[src/rtl/dispwr_pkg.sv]
package dispwr_pkg;

    typedef enum logic [2:0] {
        ST_RSTP = 3'd0,   // chip reset pulse
        ST_RSEL = 3'd1,   // register select set, CE high
        ST_CEDN = 3'd2,   // CE low, clock low, before first edge
        ST_CLO  = 3'd3,   // clock low, data driven
        ST_CHI  = 3'd4,   // clock high
        ST_TAIL = 3'd5,   // CE low, clock low after last edge
        ST_CEUP = 3'd6,   // CE high, clock low: commit
        ST_IDLE = 3'd7
    } seq_st_e;

    typedef enum logic [1:0] {
        SRC_BOOT_DOT = 2'd0,
        SRC_BOOT_CTL = 2'd1,
        SRC_USER     = 2'd2
    } job_src_e;

endpackage

[src/rtl/dispwr_phase_tmr.sv]
module dispwr_phase_tmr #(
    parameter int PHASE_CYC = 8
) (
    input  logic clk,
    input  logic rst_n,
    input  logic run,
    output logic last
);
    localparam int PW = $clog2(PHASE_CYC + 1);
    localparam logic [PW-1:0] LAST_V = PW'(PHASE_CYC - 1);

    logic [PW-1:0] cnt_d, cnt_q;

    assign last = run && (cnt_q == LAST_V);

    always_comb begin
        if (!run || last) cnt_d = '0;
        else              cnt_d = cnt_q + 1'b1;
    end

    always_ff @(posedge clk or negedge rst_n) begin
        if (!rst_n) cnt_q <= '0;
        else        cnt_q <= cnt_d;
    end


    phase_restart_chk: assert property (@(posedge clk) disable iff (!rst_n)
        $past(last) |-> (cnt_q == '0));
endmodule

[src/rtl/dispwr_bitsel.sv]
module dispwr_bitsel (
    input  logic       sel_ctrl,
    input  logic       zero_fill,
    input  logic [7:0] word,
    input  logic [2:0] idx,
    input  logic       fb_bit,
    output logic       bit_o
);
    logic ctrl_bit;

    // control bytes go out most significant bit first
    assign ctrl_bit = word[3'd7 - idx];

    always_comb begin
        if (sel_ctrl)       bit_o = ctrl_bit;
        else if (zero_fill) bit_o = 1'b0;
        else                bit_o = fb_bit;
    end
endmodule

[src/rtl/dispwr_seq.sv]
module dispwr_seq
    import dispwr_pkg::*;
#(
    parameter int          N_CHIPS    = 2,
    parameter int          CHIP_DOTS  = 160,
    parameter int          PHASE_CYC  = 8,
    parameter logic [5:0]  BOOT_LEVEL = 6'h2D,
    localparam int         DOT_BITS   = CHIP_DOTS * N_CHIPS,
    localparam int         AW         = $clog2(DOT_BITS)
) (
    input  logic          clk,
    input  logic          rst_n,
    input  logic          cmd_valid,
    output logic          cmd_ready,
    input  logic          cmd_ctrl,
    input  logic [7:0]    cmd_word,
    output logic          cmd_done,
    output logic [AW-1:0] fb_addr,
    input  logic          fb_bit,
    output logic          disp_rst_n,
    output logic          disp_rs,
    output logic          disp_ce_n,
    output logic          disp_clk,
    output logic          disp_din
);
    localparam int CW = $clog2(DOT_BITS + 1);
    localparam logic [CW-1:0] NB_DOT = CW'(DOT_BITS);
    localparam logic [CW-1:0] NB_ALL = CW'(8 * N_CHIPS);
    localparam logic [CW-1:0] NB_ONE = CW'(8);
    localparam logic [7:0]    BOOT_WORD = {2'b01, BOOT_LEVEL};

    typedef struct packed {
        seq_st_e        st;
        job_src_e       src;
        logic           ctrl;
        logic [7:0]     word;
        logic [CW-1:0]  nbits;
        logic [CW-1:0]  bcnt;
        logic           simul;
        logic           o_rstn;
        logic           o_rs;
        logic           o_ce_n;
        logic           o_clk;
        logic           o_din;
        logic           o_done;
    } regs_t;

    regs_t d, q;
    logic  ph_last;
    logic  next_bit;

    dispwr_phase_tmr #(.PHASE_CYC(PHASE_CYC)) u_tmr (
        .clk   (clk),
        .rst_n (rst_n),
        .run   (q.st != ST_IDLE),
        .last  (ph_last)
    );

    dispwr_bitsel u_bitsel (
        .sel_ctrl  (q.ctrl),
        .zero_fill (q.src == SRC_BOOT_DOT),
        .word      (q.word),
        .idx       (q.bcnt[2:0]),
        .fb_bit    (fb_bit),
        .bit_o     (next_bit)
    );

    assign fb_addr    = AW'(q.bcnt);
    assign cmd_ready  = (q.st == ST_IDLE);
    assign cmd_done   = q.o_done;
    assign disp_rst_n = q.o_rstn;
    assign disp_rs    = q.o_rs;
    assign disp_ce_n  = q.o_ce_n;
    assign disp_clk   = q.o_clk;
    assign disp_din   = q.o_din;

    always_comb begin
        d        = q;
        d.o_done = 1'b0;
        unique case (q.st)
            ST_RSTP: if (ph_last) begin
                d.st    = ST_RSEL;
                d.src   = SRC_BOOT_DOT;
                d.ctrl  = 1'b0;
                d.nbits = NB_DOT;
                d.bcnt  = '0;
            end
            ST_RSEL: if (ph_last) d.st = ST_CEDN;
            ST_CEDN: if (ph_last) d.st = ST_CLO;
            ST_CLO: if (ph_last) begin
                d.st   = ST_CHI;
                d.bcnt = q.bcnt + 1'b1;
            end
            ST_CHI: if (ph_last) begin
                d.st = (q.bcnt == q.nbits) ? ST_TAIL : ST_CLO;
            end
            ST_TAIL: if (ph_last) d.st = ST_CEUP;
            ST_CEUP: if (ph_last) begin
                if (q.src == SRC_BOOT_DOT) begin
                    d.st    = ST_RSEL;
                    d.src   = SRC_BOOT_CTL;
                    d.ctrl  = 1'b1;
                    d.word  = BOOT_WORD;
                    d.nbits = q.simul ? NB_ONE : NB_ALL;
                    d.bcnt  = '0;
                end else begin
                    d.st = ST_IDLE;
                    if (q.ctrl && q.word[7]) d.simul = q.word[0];
                    d.o_done = (q.src == SRC_USER);
                end
            end
            ST_IDLE: if (cmd_valid) begin
                d.st    = ST_RSEL;
                d.src   = SRC_USER;
                d.ctrl  = cmd_ctrl;
                d.word  = cmd_word;
                d.nbits = cmd_ctrl ? (q.simul ? NB_ONE : NB_ALL) : NB_DOT;
                d.bcnt  = '0;
            end
            default: d.st = ST_IDLE;
        endcase

        // registered pin values follow the next state
        d.o_rstn = (d.st != ST_RSTP);
        d.o_ce_n = !((d.st == ST_CEDN) || (d.st == ST_CLO) ||
                     (d.st == ST_CHI)  || (d.st == ST_TAIL));
        d.o_clk  = (d.st == ST_CHI);
        if (d.st == ST_RSEL) d.o_rs = d.ctrl;
        if ((d.st == ST_CLO) && (q.st != ST_CLO)) d.o_din = next_bit;
    end

    always_ff @(posedge clk or negedge rst_n) begin
        if (!rst_n) begin
            q.st     <= ST_RSTP;
            q.src    <= SRC_BOOT_DOT;
            q.ctrl   <= 1'b0;
            q.word   <= '0;
            q.nbits  <= NB_DOT;
            q.bcnt   <= '0;
            q.simul  <= 1'b0;
            q.o_rstn <= 1'b0;
            q.o_rs   <= 1'b0;
            q.o_ce_n <= 1'b1;
            q.o_clk  <= 1'b0;
            q.o_din  <= 1'b0;
            q.o_done <= 1'b0;
        end else begin
            q <= d;
        end
    end


    boot_quiet_chk: assert property (@(posedge clk) disable iff (!rst_n)
        !disp_rst_n |-> (disp_ce_n && !disp_clk && !cmd_ready));


    rs_hold_chk: assert property (@(posedge clk) disable iff (!rst_n)
        !disp_ce_n |-> $stable(disp_rs));


    ce_edge_clk_low_chk: assert property (@(posedge clk) disable iff (!rst_n)
        ($fell(disp_ce_n) || $rose(disp_ce_n)) |-> !disp_clk);


    clk_inside_ce_chk: assert property (@(posedge clk) disable iff (!rst_n)
        disp_clk |-> !disp_ce_n);


    din_steady_high_chk: assert property (@(posedge clk) disable iff (!rst_n)
        disp_clk |-> $stable(disp_din));


    done_when_idle_chk: assert property (@(posedge clk) disable iff (!rst_n)
        cmd_done |-> (cmd_ready && disp_ce_n && !disp_clk));


    ready_ce_high_chk: assert property (@(posedge clk) disable iff (!rst_n)
        cmd_ready |-> (disp_ce_n && disp_rst_n));
endmodule

[config.mk]
export PLATFORM = sky130hd
export DESIGN_NAME = dispwr_seq
export DESIGN_NICKNAME = d
export VERILOG_FILES = /design/src/rtl/dispwr_pkg.sv /design/src/rtl/dispwr_phase_tmr.sv /design/src/rtl/dispwr_bitsel.sv /design/src/rtl/dispwr_seq.sv
export SDC_FILE = /design/constraint.sdc
export NUM_CORES = 1
export LEC_CHECK = 0
export BUFFER_PORTS_ARGS = -buffer_cell sky130_fd_sc_hd__buf_2
export CAP_MARGIN = 15
export CORE_MARGIN = 2
export CORE_UTILIZATION = 60
export DETAILED_ROUTE_END_ITERATION = 12
export PLACE_DENSITY = 0.84
export SLEW_MARGIN = 20
export SYNTH_ARGS = -nofsm -noshare
export SYNTH_HDL_FRONTEND = slang
export SYNTH_SLANG_ARGS = --single-unit
[constraint.sdc]
create_clock -name clk -period 4.41 [get_ports clk]
set_input_delay 0.6615 -clock clk [delete_from_list [all_inputs] [get_ports clk]]
set_output_delay 0.6615 -clock clk [all_outputs]
set_load 0.02 [all_outputs]
==> out/qor.csv <==
stage,metric,value,unit
setup_path,Critical Path End Type,flop,
pwr,sw frac,0.216,
cts,clock latency on the worst-skew pair,0.34,ns
synthesis,Post-Synthesis Cells,194,
cts,clk buf depth,2,
pwr,pwr dens,254,mW/mm²
setup_path,critical path class,reg -> reg,
floorplan,Starting Density,0.630,
layout,P&R area growth vs syn,7.02,%
timing,RSZ-0062 raised after global routing,false,
routing,DRC errors left,0,
place,dpl cell area,0.00199,mm²
routing,DR iter-0 viols,66,
pwr,Clock power frac,0.323,
cts,"Reg clk slew, reported paths",0.10,ns
timing,fin crit period,2.34,ns
layout,sequential cell area,928,µm²
routing,wire per inst,14.9,µm
layout,Util after Layout,0.674,
routing,total wire length,3840,µm
cts,post-CTS resize count,0,
global_route,first-pass GRT wire length,6180,µm
timing,Fmax achieved,0.428,GHz
floorplan,cell row count,20,
global_route,gr usage total,0.232,
timing,setup ws final,2.07,ns
synthesis,"Distinct cells, synth",46,
synthesis,predominant post-synthesis flop cell,dfrtp_1,
global_route,initial antenna violation count,0,
cts,Post-CTS Setup Inserts,0,
routing,detailed-route via count,1471,
global_route,vias in the first global route,1377,
floorplan,IO Count,29,
pwr,share of power burned in registers,0.654,
cts,H-tree depth,2,
layout,"commonest non-fill, non-tap cells in the layout","dfrtp_1 (35), nand2_1 (33), buf_2 (28)",
setup_path,worst endpoint required time,4.65,ns
pwr,reported net switching power,112,µW
pwr,maximum vdd drop,0.180,mV
floorplan,Core Region,0.00303,mm²
timing,clk_skew,0.0104,ns
cts,CTS root buf,clkbuf_4,
min_path,HP Class,in -> async,
routing,TritonRoute pass-1 iters,4,
cts,CTS tree,done,
synthesis,Syn Area/Cell,9.84,µm²
layout,Filler Cells Inserted,250,
floorplan,Die Footprint,0.00365,mm²
synthesis,Syn Nets,210,
cts,hold-fix buffers at CTS,0,
synthesis,"Cell Area, Synth",0.00191,mm²
timing,"Slew Viols, Final",0,
synthesis,Yosys top cell by area,dfrtp_1,
routing,ANT nets after route,0,
layout,"Design Area, Final",0.00204,mm²
pwr,Leakage,0.953,nW
layout,multi-input logic area,851,µm²
setup_path,Worst Reg-to-Reg Cells,6,
timing,Tcrit/Tclk final,0.530,
global_route,"Remaining Overflow, GRT",0,
floorplan,die extent in y,60.4,µm
cts,Sink Count,37,
synthesis,Area contributors post-synth,"dfrtp_1 (46%), nand2_1 (6.5%), xor2_1 (4.6%), buf_4 (3.5%), nor2_1 (3.5%)",
job,max_cap viols,0,
synthesis,Async SR Flop Fraction,1.00,
synthesis,Post-synth EDFFs,0,
place,pre-CTS WS,2.15,ns
timing,final setup vio count,0,
layout,Ant. Diodes,0,
place,placed wire-length estimate,2810,µm
timing,worst slew pin tran,0.804,ns
layout,"commonest non-fill, non-tap cell in the layout",dfrtp_1,
setup_path,Crit path arrival time,2.57,ns
status,outcome,completed,
layout,share of cells above drive strength 1,0.215,
routing,Vias/cell,5.70,
synthesis,Ys Warns,0,
place,GP Congestion,0.890,
global_route,pin count of the biggest net entering global routing,38,
layout,Final #Nets,229,
setup_path,CP max FO,14,
synthesis,Yosys top cell area share,0.459,
place,port bufs,28,
timing,Worst slew margin,0.464,
cts,total CTS buffers,5,
floorplan,DIE WIDTH,60.4,µm
timing,TNS Setup,0,ns
synthesis,"FF+latch count, synth",37,
pwr,internal power,407,µW
pwr,Gate power share,0.023,
setup_path,Worst setup SP type,flop,
timing,Hold Worst Slack,0.403,ns
timing,Final Hold Vio Count,0,
synthesis,register area share after synthesis,0.487,
-- path summary, 6_finish.rpt --
check / slack [ns] / startpoint / to
setup / recovery: 2.07 / q[38] / disp_din
hold / removal: 0.40 / rst_n / fb_addr[6]
setup reg to reg: 2.07 / q[38] / disp_din
hold reg to reg: 0.48 / q[6] / q[20]
max in group asynchronous: 3.50 / rst_n / q[29]
min in group clk: 0.48 / q[6] / q[20]
-- sequential cells by signal, summed over array words and instances (netlist names) --
signal       flops
cmd_done         1
disp_ce_n        1
disp_clk         1
disp_din         1
disp_rs          1
disp_rst_n       1
fb_addr          9
q               18
u_tmr.cnt_q      4
-- area by class of cell --
class / instances / area share
timing repair buffer: 28 / 0.0686
tap: 44 / 0.0270
inverter: 5 / 0.00919
sequential: 37 / 0.455
clock buffer: 8 / 0.0239
multi-input combinational: 136 / 0.417
-- stage by stage --
step / power, mW / instances
after detailed placement: 0.358 / 250
after global placement: 0.358 / 250
final: 0.519 / 258
after global routing: 0.543 / 258
after CTS: 0.525 / 258
after floorplan: 0.346 / 194
-- power groups by stage --
| stage | registers [mW] | clock network, mW | logic [mW] |
|---|---|---|---|
| floorplan | 0.346 | 0 | 0.000259 |
| global placement | 0.346 | 0 | 0.0119 |
| detailed placement | 0.346 | 0 | 0.0124 |
| CTS | 0.339 | 0.173 | 0.0124 |
| global route | 0.339 | 0.190 | 0.0138 |
| finish | 0.339 | 0.168 | 0.0121 |
-- kinds of logic (layout without fill, tap and decap cells) --
group	Yosys count	count (layout)	synth area share
buf+inv	21	41	0.0675
mux	5	5	0.0433
xor+xnor	12	12	0.0551
simple gates	91	91	0.243
fa+ha+maj	3	3	0.0197
flops	37	37	0.487
compound gates	25	25	0.0846
-- metal layers --
metal  global-route usage  up-vias  wire [µm]
li1                     -      700          -
met2                0.366       56       1810
met1                0.307      707       1730
met4               0.0921        0         72
met3               0.0618        8        227
met5                    0        -          0
-- worst max-delay path: stages, from the launching register on --
cell and delay [ns]:
dfrtp_1 0.52, nand3_1 0.21, inv_2 0.07, and2_1 0.32
a2111oi_0 0.57, o211ai_1 0.21, mux2_4 0.34
-- cell usage after synthesis (2+ instances only) --
cell,number
dfstp_2,2
nor3_1,4
ha_1,3
nor2_1,18
nand4_1,6
buf_4,9
and2_1,2
xnor2_1,2
buf_6,2
clkbuf_1,4
nand2_1,33
nand3b_1,2
a31oi_1,2
mux2_2,2
inv_1,4
or3_1,3
dfrtp_1,35
a21oi_1,4
mux4_2,2
o21ai_0,9
and3_1,3
nand3_1,10
xor2_1,10
Power figures use the tool's default switching activity.
